**config.mk**
```make
export PLATFORM = sky130hd
export DESIGN_NAME = gpio_irq_detect
export DESIGN_NICKNAME = d
export VERILOG_FILES = /design/src/rtl/gpio_irq_pkg.sv /design/src/rtl/gpio_irq_ctrl.sv /design/src/rtl/gpio_irq_datapath.sv /design/src/rtl/gpio_irq_detect.sv
export SDC_FILE = /design/constraint.sdc
export NUM_CORES = 1
export LEC_CHECK = 0
export ABC_AREA = 1
export ABC_CLOCK_PERIOD_IN_PS = 1400
export BUFFER_PORTS_ARGS = -buffer_cell sky130_fd_sc_hd__buf_4
export CAP_MARGIN = 40
export CELL_PAD_IN_SITES_DETAIL_PLACEMENT = 2
export CELL_PAD_IN_SITES_GLOBAL_PLACEMENT = 2
export CORE_AREA = 2 2 261 134
export DETAILED_ROUTE_END_ITERATION = 8
export DIE_AREA = 0 0 263 136
export PLACE_DENSITY = 0.69
export SETUP_SLACK_MARGIN = 0.1
export SYNTH_ARGS = -nofsm -noshare
export SYNTH_HDL_FRONTEND = slang
export SYNTH_SLANG_ARGS = --single-unit
```
**constraint.sdc**
```tcl
create_clock -name clk -period 1.4 [get_ports clk]
set_input_delay 0.21 -clock clk [delete_from_list [all_inputs] [get_ports clk]]
set_output_delay 0.21 -clock clk [all_outputs]
set_load 0.05 [all_outputs]
```
**src/rtl/gpio_irq_pkg.sv**
```systemverilog
package gpio_irq_pkg;
  localparam int ADDR_W = 3;

  localparam logic [ADDR_W-1:0] ADDR_POL       = 3'd0;
  localparam logic [ADDR_W-1:0] ADDR_LVL_MASK  = 3'd1;
  localparam logic [ADDR_W-1:0] ADDR_EDGE_MASK = 3'd2;
  localparam logic [ADDR_W-1:0] ADDR_CAUSE     = 3'd3;
  localparam logic [ADDR_W-1:0] ADDR_DATA_IN   = 3'd4;

  typedef enum logic [2:0] {
    RD_POL, RD_LVL, RD_EDGE, RD_CAUSE, RD_DIN, RD_NONE
  } rdSel_e;

  typedef struct packed {
    logic   wrPol;
    logic   wrLvlMask;
    logic   wrEdgeMask;
    logic   wrCause;
    rdSel_e rdSel;
  } ctrlStrobe_t;
endpackage

```
**src/rtl/gpio_irq_ctrl.sv**
```systemverilog
module gpio_irq_ctrl
  import gpio_irq_pkg::*;
(
  input  logic [ADDR_W-1:0] regAddr,
  input  logic              regWrEn,
  output ctrlStrobe_t       strobe
);
  always_comb begin
    strobe = '0;
    strobe.rdSel = RD_NONE;
    unique case (regAddr)
      ADDR_POL: begin
        strobe.wrPol = regWrEn;
        strobe.rdSel = RD_POL;
      end
      ADDR_LVL_MASK: begin
        strobe.wrLvlMask = regWrEn;
        strobe.rdSel = RD_LVL;
      end
      ADDR_EDGE_MASK: begin
        strobe.wrEdgeMask = regWrEn;
        strobe.rdSel = RD_EDGE;
      end
      ADDR_CAUSE: begin
        strobe.wrCause = regWrEn;
        strobe.rdSel = RD_CAUSE;
      end
      ADDR_DATA_IN: strobe.rdSel = RD_DIN;
      default: strobe.rdSel = RD_NONE;
    endcase
  end
endmodule

```
**src/rtl/gpio_irq_datapath.sv**
```systemverilog
module gpio_irq_datapath
  import gpio_irq_pkg::*;
#(
  parameter int NUM_PINS   = 32,
  parameter int GROUP_SIZE = 8,
  localparam int NUM_GROUPS = NUM_PINS / GROUP_SIZE
) (
  input  logic                  clk,
  input  logic                  rst_n,
  input  logic [NUM_PINS-1:0]   pinIn,
  input  logic [NUM_PINS-1:0]   pinIsInput,
  input  logic [NUM_PINS-1:0]   regWrData,
  input  ctrlStrobe_t           strobe,
  output logic [NUM_PINS-1:0]   regRdData,
  output logic [NUM_PINS-1:0]   polarity,
  output logic [NUM_PINS-1:0]   levelMask,
  output logic [NUM_PINS-1:0]   edgeMask,
  output logic [NUM_PINS-1:0]   edgeCause,
  output logic [NUM_PINS-1:0]   dataIn,
  output logic [NUM_GROUPS-1:0] groupIrq
);
  logic [NUM_PINS-1:0] syncStage1, syncStage2, dataInPrev;
  logic [NUM_PINS-1:0] riseDet, causeKept, pending;

  // Two-flop synchronizer followed by the polarity XOR.
  always_ff @(posedge clk or negedge rst_n) begin
    if (!rst_n) begin
      syncStage1 <= '0;
      syncStage2 <= '0;
    end else begin
      syncStage1 <= pinIn;
      syncStage2 <= syncStage1;
    end
  end

  assign dataIn = syncStage2 ^ polarity;

  // Configuration registers.
  always_ff @(posedge clk or negedge rst_n) begin
    if (!rst_n) begin
      polarity  <= '0;
      levelMask <= '0;
      edgeMask  <= '0;
    end else begin
      if (strobe.wrPol)      polarity  <= regWrData;
      if (strobe.wrLvlMask)  levelMask <= regWrData;
      if (strobe.wrEdgeMask) edgeMask  <= regWrData;
    end
  end

  // Edge detection on the post-polarity value; a new edge beats a clear.
  assign riseDet   = dataIn & ~dataInPrev & pinIsInput;
  assign causeKept = strobe.wrCause ? (edgeCause & regWrData) : edgeCause;

  always_ff @(posedge clk or negedge rst_n) begin
    if (!rst_n) begin
      dataInPrev <= '0;
      edgeCause  <= '0;
    end else begin
      dataInPrev <= dataIn;
      edgeCause  <= causeKept | riseDet;
    end
  end

  assign pending = ((dataIn & levelMask) | (edgeCause & edgeMask)) & pinIsInput;

  for (genvar g = 0; g < NUM_GROUPS; g++) begin : gen_group
    assign groupIrq[g] = |pending[g*GROUP_SIZE +: GROUP_SIZE];
  end

  always_comb begin
    unique case (strobe.rdSel)
      RD_POL:   regRdData = polarity;
      RD_LVL:   regRdData = levelMask;
      RD_EDGE:  regRdData = edgeMask;
      RD_CAUSE: regRdData = edgeCause;
      RD_DIN:   regRdData = dataIn;
      default:  regRdData = '0;
    endcase
  end
endmodule

```
**src/rtl/gpio_irq_detect.sv**
```systemverilog
module gpio_irq_detect
  import gpio_irq_pkg::*;
#(
  parameter int NUM_PINS   = 32,
  parameter int GROUP_SIZE = 8,
  localparam int NUM_GROUPS = NUM_PINS / GROUP_SIZE
) (
  input  logic                  clk,
  input  logic                  rst_n,
  input  logic [NUM_PINS-1:0]   pinIn,
  input  logic [NUM_PINS-1:0]   pinIsInput,
  input  logic [ADDR_W-1:0]     regAddr,
  input  logic                  regWrEn,
  input  logic [NUM_PINS-1:0]   regWrData,
  output logic [NUM_PINS-1:0]   regRdData,
  output logic [NUM_GROUPS-1:0] groupIrq
);
  ctrlStrobe_t         strobe;
  logic [NUM_PINS-1:0] polarity, levelMask, edgeMask, edgeCause, dataIn;

  gpio_irq_ctrl ctrl_i (
    .regAddr (regAddr),
    .regWrEn (regWrEn),
    .strobe  (strobe)
  );

  gpio_irq_datapath #(
    .NUM_PINS   (NUM_PINS),
    .GROUP_SIZE (GROUP_SIZE)
  ) dp_i (
    .clk        (clk),
    .rst_n      (rst_n),
    .pinIn      (pinIn),
    .pinIsInput (pinIsInput),
    .regWrData  (regWrData),
    .strobe     (strobe),
    .regRdData  (regRdData),
    .polarity   (polarity),
    .levelMask  (levelMask),
    .edgeMask   (edgeMask),
    .edgeCause  (edgeCause),
    .dataIn     (dataIn),
    .groupIrq   (groupIrq)
  );
endmodule

```
==> flow_results.org, run 1 <==
** Outcome
- The run finished, with violations left.
- The final reports fail on negative setup slack.

** STA
- Based on the critical path, the design can be clocked at up to 0.509 GHz.
- Post-route clock period utilization :: 140%
- The final max-slew violation count is 0.
- Setup slack on the critical path of the routed design comes to -0.565 ns.
- Headroom to the max-slew limit came out at 77.7%.
- Setup violations remaining at the end of the flow were counted as 36.
- Worst Max-Slew Pin Slew :: 0.331 ns
- After layout, the minimum clock period comes to 1.97 ns.
- Fin. Hold Viols :: 0
- Worst-case clock skew :: 0.00908 ns
- Across all hold checks on the routed design, the worst slack comes to 0.132 ns.
- Total negative setup slack :: -16.43 ns
- Unrepaired setup endpoints after global routing :: yes

** Detailed routing
- The pre-antenna-repair detailed-routing pass consisted of 4 iterations.
- Detailed Route Iter0 Violations :: 422
- Once detail routing completed, the nets flagged for antenna violations numbered 0.
- After detailed routing, the number of remaining DRC violations is 0.
- Number of vias after detailed routing :: 9,243
- Routed wire length :: 39,000 microns
- After detailed routing, the average wire length per cell comes to 19.9 microns.
- After detailed routing, the number of vias per cell comes to 4.70.

** Global route
- After global routing the overflow that remains totals 0.
- The first global-routing pass estimated 62,000 microns of wire.
- Vias in the first global route :: 10,700
- The initial antenna violation count is 0.
- Across every metal layer, demand over resource in global routing totals 22.4%.
- Entering global routing, the biggest net connects 51 pins.

** Floorplan
- The die is 136 microns tall.
- For this configuration, the core starts out at a cell density of 28.5%.
- Die area :: 35,800 sq um
- Row generation in the floorplan step produced 48 rows.
- Horizontal die dimension :: 263 microns
- After floorplanning, the core was sized to cover 33,800 sq um.
- Number of ports placed on the die boundary :: 138

** Critical path
- Nature of the critical path startpoint :: register
- The worst register-to-register path begins at dp_i.polarity[3].
- The most critical setup path has its startpoint at dp_i.polarity[22].
- Largest driver fanout on the critical path :: 3
- Data on the critical path is required at its endpoint by 1.19 ns.
- WP data arrival :: 1.76 ns
- Kind of critical path :: register to primary output
- Endpoint type of the worst setup path :: primary output

** Power and ir drop
- Power density cells :: 1400 nW/um^2
- The worst-case IR drop observed on VDD is 847 uV.
- In this run the static leakage power is 7.29 nW.

** Clock network
- TritonCTS buffer count :: 24
- Clock latency on the worst-skew pair :: 0.54 ns
- Clock transition time at the flip-flop clock pins of the worst setup and hold paths :: 0.06 ns
- CTS built an H-tree with a depth of 1.
- Clock tree from TritonCTS :: yes
- For this design, the sink count on the clock tree is 224.
- In this run the deepest clock path goes through 3 buffers.
- CTS Root Buffer Type :: clkbuf_16

** Synthesis
- Synthesized area divided by synthesized cell count :: 8.48 sq um
- Summed over all instances, the cell type with the most area after synthesis is dfrtp_1.
- The number of nets handed over by synthesis was 1,234.
- Post-synthesis register bit count :: 224
- In the post-synthesis netlist, the biggest area contributors are dfrtp_1 58%, nand2_1 17%, inv_1 4.8%.
- Post-synthesis instance area :: 9600 sq um
- Post-synthesis instance total :: 1,132
- Sequential fraction of the synthesis area :: 58.4%
- The number of different library cells used by synthesis comes to 25.
- The top cell type by area accounts for 58.4% of the synthesized area.
- Count of warnings emitted by yosys :: 0

** Placement
- HPWL reported at the end of detailed placement :: 25,100 microns
- Final estimated routing congestion in global placement :: 0.766
- At the placement stage, the worst setup path has a slack of -0.252 ns.
- In this run the cell area measured after placement is 11,900 sq um.
- Count of input and output buffers :: 137

** Cells and area
- From synthesis to final layout, the design area changed by 54.7%.
- Post-layout nets :: 1,599
- The post-route netlist has 34.7% of its cells at a drive strength greater than 1.
- The library cell used most frequently in the layout, excluding fill and tap cells, is nand2_1.
- The finished cells cover 14,900 sq um.
- Filler Cells Inserted :: 3,602
- Antenna diode instance count :: 0
- Register area :: 5610 sq um
- Cells fill 44.0% of the core in the end.
- Summing all multi-input logic gate instances after layout gives 3940 sq um.
- Leaving out fill and tap cells, the most frequent cells in the layout are 342 x nand2_1, 224 x dfrtp_1, 220 x buf_4.

** Run
- Number of max-cap violations :: 0

** Hold path
- Type of the worst min-delay path :: input pin to asynchronous set/reset pin
## area by class of cell
cell class / count / area share (%)
clock buffer: 35 / 5.00
tap: 450 / 3.79
clock inverter: 9 / 0.657
sequential: 224 / 37.7
inverter: 127 / 3.32
timing repair buffer: 374 / 23.0
multi-input combinational: 746 / 26.5
## power by group
group          total [mW]  internal [mW]  switching, mW
clock                6.91           4.04           2.87
combinational        5.62           2.48           3.15
sequential           8.31           7.45          0.852
## synth_stat cells
| library cell | number |
|---|---|
| nor3_4 | 2 |
| nand3_1 | 42 |
| a22oi_2 | 2 |
| and2_1 | 13 |
| nand4_1 | 21 |
| inv_2 | 5 |
| buf_2 | 15 |
| nor2_2 | 1 |
| buf_8 | 1 |
| dfrtp_1 | 224 |
| a22oi_1 | 15 |
| a21oi_2 | 2 |
| nand2_2 | 6 |
| clkbuf_1 | 10 |
| nand3b_1 | 13 |
| inv_1 | 122 |
| a21oi_1 | 21 |
| buf_4 | 4 |
| a22oi_4 | 1 |
| buf_6 | 3 |
| clkbuf_2 | 2 |
| nor2_1 | 52 |
| o21ai_1 | 52 |
| nand2_1 | 425 |
| o21ai_0 | 78 |
## stage by stage
step	total power, mW	std cells
after floorplan	10.5	1132
after global placement	12.3	1766
after detailed placement	12.6	1766
after CTS	20.6	1977
after global routing	22.0	1965
final	20.8	1965
## registers in the layout, indices dropped and copies added (netlist names)
name             count
dp_i.dataInPrev     32
dp_i.edgeCause      32
dp_i.edgeMask       32
dp_i.levelMask      32
dp_i.polarity       32
dp_i.syncStage1     32
dp_i.syncStage2     32
## worst paths after layout
check	endpoint	slack [ns]	depth (start not counted)
max	groupIrq[2]	-0.57	9
min	dp_i.dataInPrev[30]	0.13	2
max reg2reg	dp_i.edgeCause[3]	0.09	9
min reg2reg	dp_i.syncStage2[20]	0.35	0
max in group asynchronous	dp_i.polarity[15]	0.66	3
min in group clk	dp_i.edgeMask[10]	0.25	4
## cell families after synthesis
group	Yosys count	share of synthesized area, %
simple gates	575	24.9
flops	224	58.4
compound gates	171	9.71
buf+inv	162	7.06
## what timing repair did
| item | in CTS | in global routing |
|---|---|---|
| setup buffers | 70 | 20 |
| gates resized for setup | 104 | 135 |
| endpoints found under the hold margin | 353 | 0 |
| endpoints found under the setup margin | 36 | 46 |
| pin swaps | 68 | 92 |
| hold buffers | 97 | 0 |
## worst max-delay path: stages (launching register included)
cell     delay (ns)
dfrtp_1        0.43
inv_2          0.10
nand2_4        0.06
nand3_4        0.06
nand2_2        0.06
nand2_2        0.11
nand2_2        0.06
nor2_2         0.11
nand2_1        0.07
buf_6          0.15
## per-layer routing
| layer | track usage [%] | wire, microns | up-vias |
|---|---|---|---|
| met5 | 0 | 0 | - |
| met4 | 4.22 | 643 | 0 |
| met3 | 3.48 | 1420 | 53 |
| met2 | 38.1 | 18600 | 150 |
| met1 | 30.5 | 18400 | 4740 |
| li1 | - | - | 4300 |
No activity file was read; power rests on OpenSTA's default activity.
==> run 2, diff against run 1 <==
--- a/config.mk
+++ b/config.mk
@@ -19,3 +19,4 @@
 export SYNTH_ARGS = -nofsm -noshare
 export SYNTH_HDL_FRONTEND = slang
 export SYNTH_SLANG_ARGS = --single-unit
+export TNS_END_PERCENT = 5
==> run 2 against run 1 <==
Against the previous run:
- the run still ends with negative setup slack left
- clock-buffer cell count decreased by 4
- sequential share of layout area increased by 2.1 points
- total power decreased by 6.1%
- fmax decreased by 0.17%
- via count decreased by 3.6%
- register-to-register slack improved by 0.22 ns
- largest cell class unchanged
- largest power group unchanged
- highest routed layer is now met5
==> flow_results.org, run 2 (synthesized netlist as in run 1, its figures left out) <==
** Outcome
- Status :: finished, violations left
- Violations in the final reports :: negative setup slack

** Global route
- The initial antenna violation count is 1 (+1).
- The number of global-route vias before repair came to 9,907 (-7.6%).
- Largest net degree at the start of global routing :: 47 (-7.8%)
- The total grt overflow came to 0 (unchanged).
- Global-route usage over all layers :: 20.2% (-2.1 points)
- First-pass GRT wire length :: 56,700 microns (-8.5%)

** Floorplan
- The vertical die dimension was 136 microns (unchanged).
- The standard-cell row count came to 48 (unchanged).
- Initial Util :: 28.5% (unchanged)
- Placeable Area :: 33,800 sq um (unchanged)
- Horizontal die dimension :: 263 microns (unchanged)
- The number of top-level pins was 138 (unchanged).
- The die outline area came to 35,800 sq um (unchanged).

** Critical path
- WP data arrival :: 1.76 ns (about the same)
- The largest incremental delay on the critical path came to 0.41 ns (-0.02 ns).
- The critical path data required time came to 1.19 ns (about the same).
- Highest-delay cell along the critical path :: dfrtp_1
- The critical path is of the register to primary output type.
- Walking the worst path, the cells encountered are inv_1 > nand2_1 > and2_1 > a22oi_2 > nand3_2 > buf_6.
- The number of buffer and inverter stages on the critical path is 2 (unchanged).
- Dominant delay contributor by cell family on the critical path :: flip-flops
- Nature of the critical path startpoint :: register
- Largest driver fanout on the critical path :: 3 (unchanged)
- STA classifies the critical path endpoint as a primary output.

** Detailed routing
- The number of nets with antenna violations after detailed routing came to 0 (unchanged).
- The number of remaining DRC errors is 0 (unchanged).
- The number of vias after detailed routing is 8,907 (-3.6%).
- Routed wire length :: 35,800 microns (-8.3%)
- The count of routing violations after the opening detailed-route iteration came to 379 (-10%).
- The post-detailed-route wirelength per cell was 18.7 microns (-5.8%).
- Number of detailed-route iterations in the first pass :: 4 (unchanged)
- The via density per instance was 4.66 (-1.0%).

** Clock network
- CTS Root Buffer Type :: clkbuf_16
- Count of H-tree levels built during CTS :: 1 (unchanged)
- The latest clock arrival within the worst-skew pair is 0.53 ns (about the same).
- TritonCTS built the clock tree.
- Number of buffers on the longest clock path :: 3 (unchanged)
- Clock transition time at the flip-flop clock pins of the worst setup and hold paths :: 0.07 ns (about the same)
- The number of sinks on the clock net came to 224 (unchanged).
- TritonCTS buffer count :: 24 (unchanged)

** Power and ir drop
- Power density cells :: 1390 nW/um^2 (-1.1%)
- Peak supply drop :: 697 uV (-18%)
- Standby leakage power :: 6.93 nW (-4.9%)

** STA
- Timing-limited maximum frequency :: 0.508 GHz (-0.17%)
- The final max-slew violation count came to 0 (unchanged).
- The transition at the pin with the smallest max-transition slack came to 0.417 ns (+0.0869 ns).
- Setup repair after global routing could not meet its margin everywhere.
- The time the worst path needs with I/O delays and setup was 1.97 ns (+0.00339 ns).
- The post-route clock skew came to 0.00911 ns (+0.0000284 ns).
- Setup ws final :: -0.569 ns (-0.00339 ns)
- The number of failing setup endpoints in the final timing report was 36 (unchanged).
- Fin. Hold Viols :: 0 (unchanged)
- The worst slew margin relative to its limit was 72.2% (-5.6 points).
- The post-route clock period utilization came to 141% (+0.24 points).
- The smallest hold slack is 0.164 ns (+0.0320 ns).

** Cells and area
- Most common cell after layout, fill and taps aside :: nand2_1
- The fraction of layout cells with a size suffix above 1 came to 26.4% (-8.3 points).
- The top cell types in the final layout, fill and taps aside, are 384 x nand2_1, 221 x dfrtp_1, 168 x buf_4.
- The total non-filler cell area in the finished layout was 14,100 sq um (-5.1%).
- The sequential cell area was 5610 sq um (about the same).
- Antenna diode instance count :: 0 (unchanged)
- The final layout net count came to 1,547 (-3.3%).
- Filler Cells Inserted :: 3,659 (+1.6%)
- Multi-input gate area :: 3590 sq um (-8.8%)
- Compared with the post-synthesis result, the final layout area differs by 46.8%.

** Placement
- The placement-stage cell area is 11,800 sq um (-0.62%).
- Count of input and output buffers :: 137 (unchanged)
- The sum of net half-perimeters after detailed placement came to 24,500 microns (-2.5%).
- Final estimated routing congestion in global placement :: 0.780 (+1.8%)

** Hold path
- Type of the worst min-delay path :: input pin to asynchronous set/reset pin

** Run
- Number of max-cap violations :: 0 (unchanged)
==> run 2: changes by cell type in the layout (fill, tap and decap cells not counted), moves of 7 or more <==
cell | before | now
buf_4 | 220 | 168
inv_1 | 99 | 106
inv_2 | 27 | 20
nand2_1 | 342 | 384
nand2_2 | 79 | 46
nand2_4 | 10 | 1
nand3_1 | 19 | 31
nand3_2 | 22 | 11
nor2_1 | 26 | 43
nor2_2 | 16 | 8
nor2_4 | 11 | 2
==> run 2: area by class of cell <==
type	count	area share, %
Sequential cell	224	39.8
Timing Repair Buffer	322	21.7
Tap cell	450	3.99
Clock inverter	13	0.719
Clock buffer	31	4.81
Inverter	127	3.47
Multi-Input combinational cell	746	25.5
==> run 2: worst paths after layout <==
kind	startpoint	end	slack, ns	cells past startpoint
setup reg to reg	dp_i.polarity[6]	dp_i.edgeCause[6]	0.31	6
hold / removal	rst_n	dp_i.dataInPrev[31]	0.16	2
min in group clk	regWrEn	dp_i.levelMask[3]	0.25	4
max in group asynchronous	rst_n	dp_i.syncStage1[13]	0.65	3
hold reg to reg	dp_i.syncStage1[27]	dp_i.syncStage2[27]	0.35	0
setup / recovery	dp_i.polarity[28]	regRdData[28]	-0.57	6
==> run 2: routing by layer <==
| layer | up-vias | wire length (microns) | global-route usage [%] |
|---|---|---|---|
| met1 | 4532 | 17200 | 28.1 |
| li1 | 4217 | - | - |
| met5 | - | 13 | 0 |
| met3 | 39 | 1220 | 3.19 |
| met4 | 2 | 603 | 3.78 |
| met2 | 117 | 16800 | 33.9 |
==> run 2: where the power goes <==
group | switching [mW] | internal [mW] | total [mW]
Clock | 2.79 | 3.62 | 6.41
Combinational | 2.80 | 2.06 | 4.86
Sequential | 0.834 | 7.46 | 8.29
==> run 2: stage by stage <==
stage	util, %	power, mW	setup TNS (ns)	cells	setup slack [ns]
5_1_grt	41.8	20.7	-20.56	1913	-0.648
4_1_cts	40.9	19.5	-18.55	1899	-0.584
3_3_place_gp	35.0	12.3	-17.46	1755	-0.230
2_1_floorplan	-	10.5	-0.847	1132	-0.0874
6_report	41.8	19.6	-16.91	1913	-0.569
3_5_place_dp	35.0	12.5	-26.07	1755	-0.275
==> run 2: worst reg2reg max path, stage by stage (launching register included) <==
cell and delay, ns:
dfrtp_1 0.41, inv_1 0.06, nand2_1 0.07, and2_1 0.17, buf_4 0.14, nand3b_1 0.07, nand2_1 0.05
==> run 2: repair_timing <==
action	in CTS	in global routing
cloned	0	0
hold endpoints to repair	335	0
buffers inserted	3	14
resized for setup	60	79
pin swaps	20	40
setup endpoints to repair	36	36
hold buffers	97	0
==> run 3, diff against run 2 <==
--- a/config.mk
+++ b/config.mk
@@ -11,10 +11,10 @@
 export CAP_MARGIN = 40
 export CELL_PAD_IN_SITES_DETAIL_PLACEMENT = 2
 export CELL_PAD_IN_SITES_GLOBAL_PLACEMENT = 2
-export CORE_AREA = 2 2 261 134
+export CORE_AREA = 2 2 141 246
 export DETAILED_ROUTE_END_ITERATION = 8
-export DIE_AREA = 0 0 263 136
-export PLACE_DENSITY = 0.69
+export DIE_AREA = 0 0 143 248
+export PLACE_DENSITY_LB_ADDON = 0.1
 export SETUP_SLACK_MARGIN = 0.1
 export SYNTH_ARGS = -nofsm -noshare
 export SYNTH_HDL_FRONTEND = slang
==> run 3 against run 2 <==
Against the previous run:
- the run still ends with negative setup slack left
- sequential power down 1%
- cell area up 1.1%
- clock power up 24%
- critical path depth up 3
- hold slack worse by 0.020 ns
- sequential cell count unchanged
- die area down 0.85%
- via count down 1.0%
- largest cell class unchanged
- largest power group unchanged
- highest routed layer is now met4
==> flow_results.org, run 3 (synthesized netlist as in run 1, its figures left out) <==
** Critical path
- The worst setup path is launched from a register.
- Required time of the critical path :: 1.19 ns (about the same)
- Endpoint type of the worst setup path :: primary output
- The largest fanout on the critical path is 3 (unchanged).
- The setup path with the least slack is of type register to primary output.
- The data arrival time of the worst path is 1.73 ns (-0.03 ns).

** Placement
- Count of input and output buffers :: 137 (unchanged)
- The sum of net half-perimeters after detailed placement came to 22,800 microns (-6.7%).
- The placement-stage cell area came to 11,800 sq um (-0.12%).
- The final weighted congestion of routability-driven global placement is 0.735 (-5.8%).

** STA
- The highest clock frequency the design can meet was 0.517 GHz (+1.7%).
- Unrepaired setup endpoints after global routing :: yes
- Time the final worst path needs with I/O delays and setup :: 1.94 ns (-0.0332 ns)
- Setup ws final :: -0.536 ns (+0.0332 ns)
- The post-route clock skew is 0.0110 ns (+0.00190 ns).
- The number of failing hold endpoints at the final stage was 0 (unchanged).
- Final setup violation count :: 36 (unchanged)
- Slew Limit Headroom :: 78.0% (+5.8 points)
- The transition at the pin with the smallest max-transition slack is 0.330 ns (-0.0875 ns).
- The post-route clock period utilization is 138% (-2.4 points).
- Max Transition Viols Final :: 0 (unchanged)

** Global route
- GR peak layer :: met2
- The first-pass GRT wire length is 54,200 microns (-4.4%).
- The global routing usage summed across all routing layers came to 19.8% (-0.42 points).
- Met2 Track Usage GR :: 37.9% (+4.1 points)
- The total grt overflow came to 0 (unchanged).
- Largest net degree at the start of global routing :: 44 (-6.4%)
- The met3 demand-to-capacity share in global routing is 2.30% (-0.89 points).
- The number of global-route vias before repair came to 9,992 (+0.86%).
- The initial antenna violation count is 0 (-1).
- The met1 track demand over resource in global routing is 22.9% (-5.2 points).

** Detailed routing
- Number of vias after detailed routing :: 8,817 (-1.0%)
- The number of detailed-route iterations in the first pass was 4 (unchanged).
- Detailed-route vias per instance :: 4.59 (-1.5%)
- The final wirelength is 34,100 microns (-4.8%).
- The count of routing violations after the opening detailed-route iteration is 189 (-50%).
- Number of nets with antenna violations after routing :: 0 (unchanged)
- The post-detailed-route wirelength per cell was 17.7 microns (-5.2%).
- The number of remaining DRC errors came to 0 (unchanged).

** Clock network
- TritonCTS buffer count :: 26 (+8.3%)
- The number of sinks on the clock net is 224 (unchanged).
- Clock tree from TritonCTS :: yes
- Clock transition time at the flip-flop clock pins of the worst setup and hold paths :: 0.06 ns (about the same)
- Number of buffers on the longest clock path :: 3 (unchanged)
- Clock latency on the worst-skew pair :: 0.54 ns (about the same)
- The number of H-tree levels came to 1 (unchanged).
- The root buffer cell chosen for the clock tree is clkbuf_16.

** Cells and area
- The final antenna diode count came to 0 (unchanged).
- Most used cells in the layout excluding fill and tap cells :: 390 x nand2_1, 224 x dfrtp_1, 168 x buf_4
- The total non-filler cell area in the finished layout came to 14,200 sq um (+1.1%).
- Final core area utilization :: 42.5% (+0.75 points)
- The fill cell total of the finished layout came to 3,683 (+0.66%).
- The fraction of layout cells with a size suffix above 1 was 24.8% (-1.6 points).
- Most common cell after layout, fill and taps aside :: nand2_1
- Post-layout nets :: 1,549 (+0.13%)
- Area grow syn2layout :: 48.4%

** Floorplan
- Number of ports placed on the die boundary :: 138 (unchanged)
- Placeable Area :: 33,500 sq um (-0.69%)
- Die area :: 35,500 sq um (-0.85%)
- The die width is 143 microns (-46%).
- The initial core utilization was 28.6% (+0.20 points).
- The vertical die dimension came to 248 microns (+82%).
- Standard-cell rows :: 89 (+85%)

** Power and ir drop
- Power density cells :: 1470 nW/um^2 (+5.8%)
- The worst voltage drop across the vdd grid is 967 uV (+39%).
- The leakage dissipation was 7.04 nW (+1.5%).

** Run
- Number of max-cap violations :: 0 (unchanged)

** Hold path
- Type of the worst min-delay path :: input pin to asynchronous set/reset pin

** Outcome
- Status :: finished, violations left
- The checks that failed: negative setup slack.
## run 3: cell count changes in the layout (fill, tap and decap cells not counted), moves of 4 or more
cell,previous run,this run
nand2_2,46,41
inv_2,20,10
bufinv_16,1,7
inv_1,106,116
nand2_1,384,390
nand3_1,31,35
nand3_2,11,7
## run 3: stage by stage
step	hold WS (ns)	setup TNS (ns)	cells	power [mW]	setup slack, ns
floorplan	-0.0856	-0.847	1132	10.5	-0.0874
global placement	0.114	-11.07	1759	12.3	-0.217
detailed placement	0.118	-15.81	1759	12.4	-0.229
CTS	0.121	-18.44	1909	21.1	-0.583
global route	0.148	-20.28	1922	22.1	-0.641
finish	0.143	-16.18	1922	20.9	-0.536
## run 3: what timing repair did
item	4_1_cts	5_1_grt
pin swaps	21	26
endpoints found under the setup margin	36	36
buffers inserted	5	13
hold endpoints to repair	368	0
resized for setup	60	50
hold buffers	97	0
## run 3: path summary, 6_finish.rpt
path	from	end	slack [ns]	cells past startpoint
setup reg to reg	dp_i.polarity[1]	dp_i.edgeCause[1]	0.13	8
hold reg to reg	dp_i.syncStage1[20]	dp_i.syncStage2[20]	0.35	0
setup / recovery	dp_i.polarity[22]	groupIrq[2]	-0.54	9
min in group clk	regWrEn	dp_i.polarity[27]	0.24	5
hold / removal	rst_n	dp_i.dataInPrev[27]	0.14	2
max in group asynchronous	rst_n	dp_i.syncStage2[16]	0.68	3
## run 3: area by class of cell
class | instances | area (sq um) | area share, %
multi-input combinational | 746 | 3530 | 24.8
clock inverter | 14 | 249 | 1.75
inverter | 127 | 489 | 3.43
tap | 455 | 569 | 4.00
clock buffer | 34 | 752 | 5.28
timing repair buffer | 322 | 3050 | 21.4
sequential | 224 | 5610 | 39.3
## run 3: worst max-delay path, cell delays in order, from the launching register on
cell     delay (ns)
dfrtp_1        0.41
inv_2          0.08
nand2_2        0.07
nand3_2        0.05
nand2_1        0.06
nand2_2        0.09
nand2_2        0.07
nor2_2         0.11
nand2_1        0.08
buf_6          0.16
## run 3: power by group
part           internal [mW]  total (mW)  switching (mW)
sequential              7.46        8.20           0.747
clock                   5.06        7.97            2.90
combinational           2.07        4.75            2.68
## run 3: routing by layer
| metal | wire (microns) | vias up | share of wire, % |
|---|---|---|---|
| met1 | 13400 | 4442 | 39 |
| li1 | - | 4199 | - |
| met3 | 965 | 47 | 2.8 |
| met2 | 18900 | 129 | 55 |
| met4 | 814 | 0 | 2.4 |
| met5 | 0 | - | 0 |
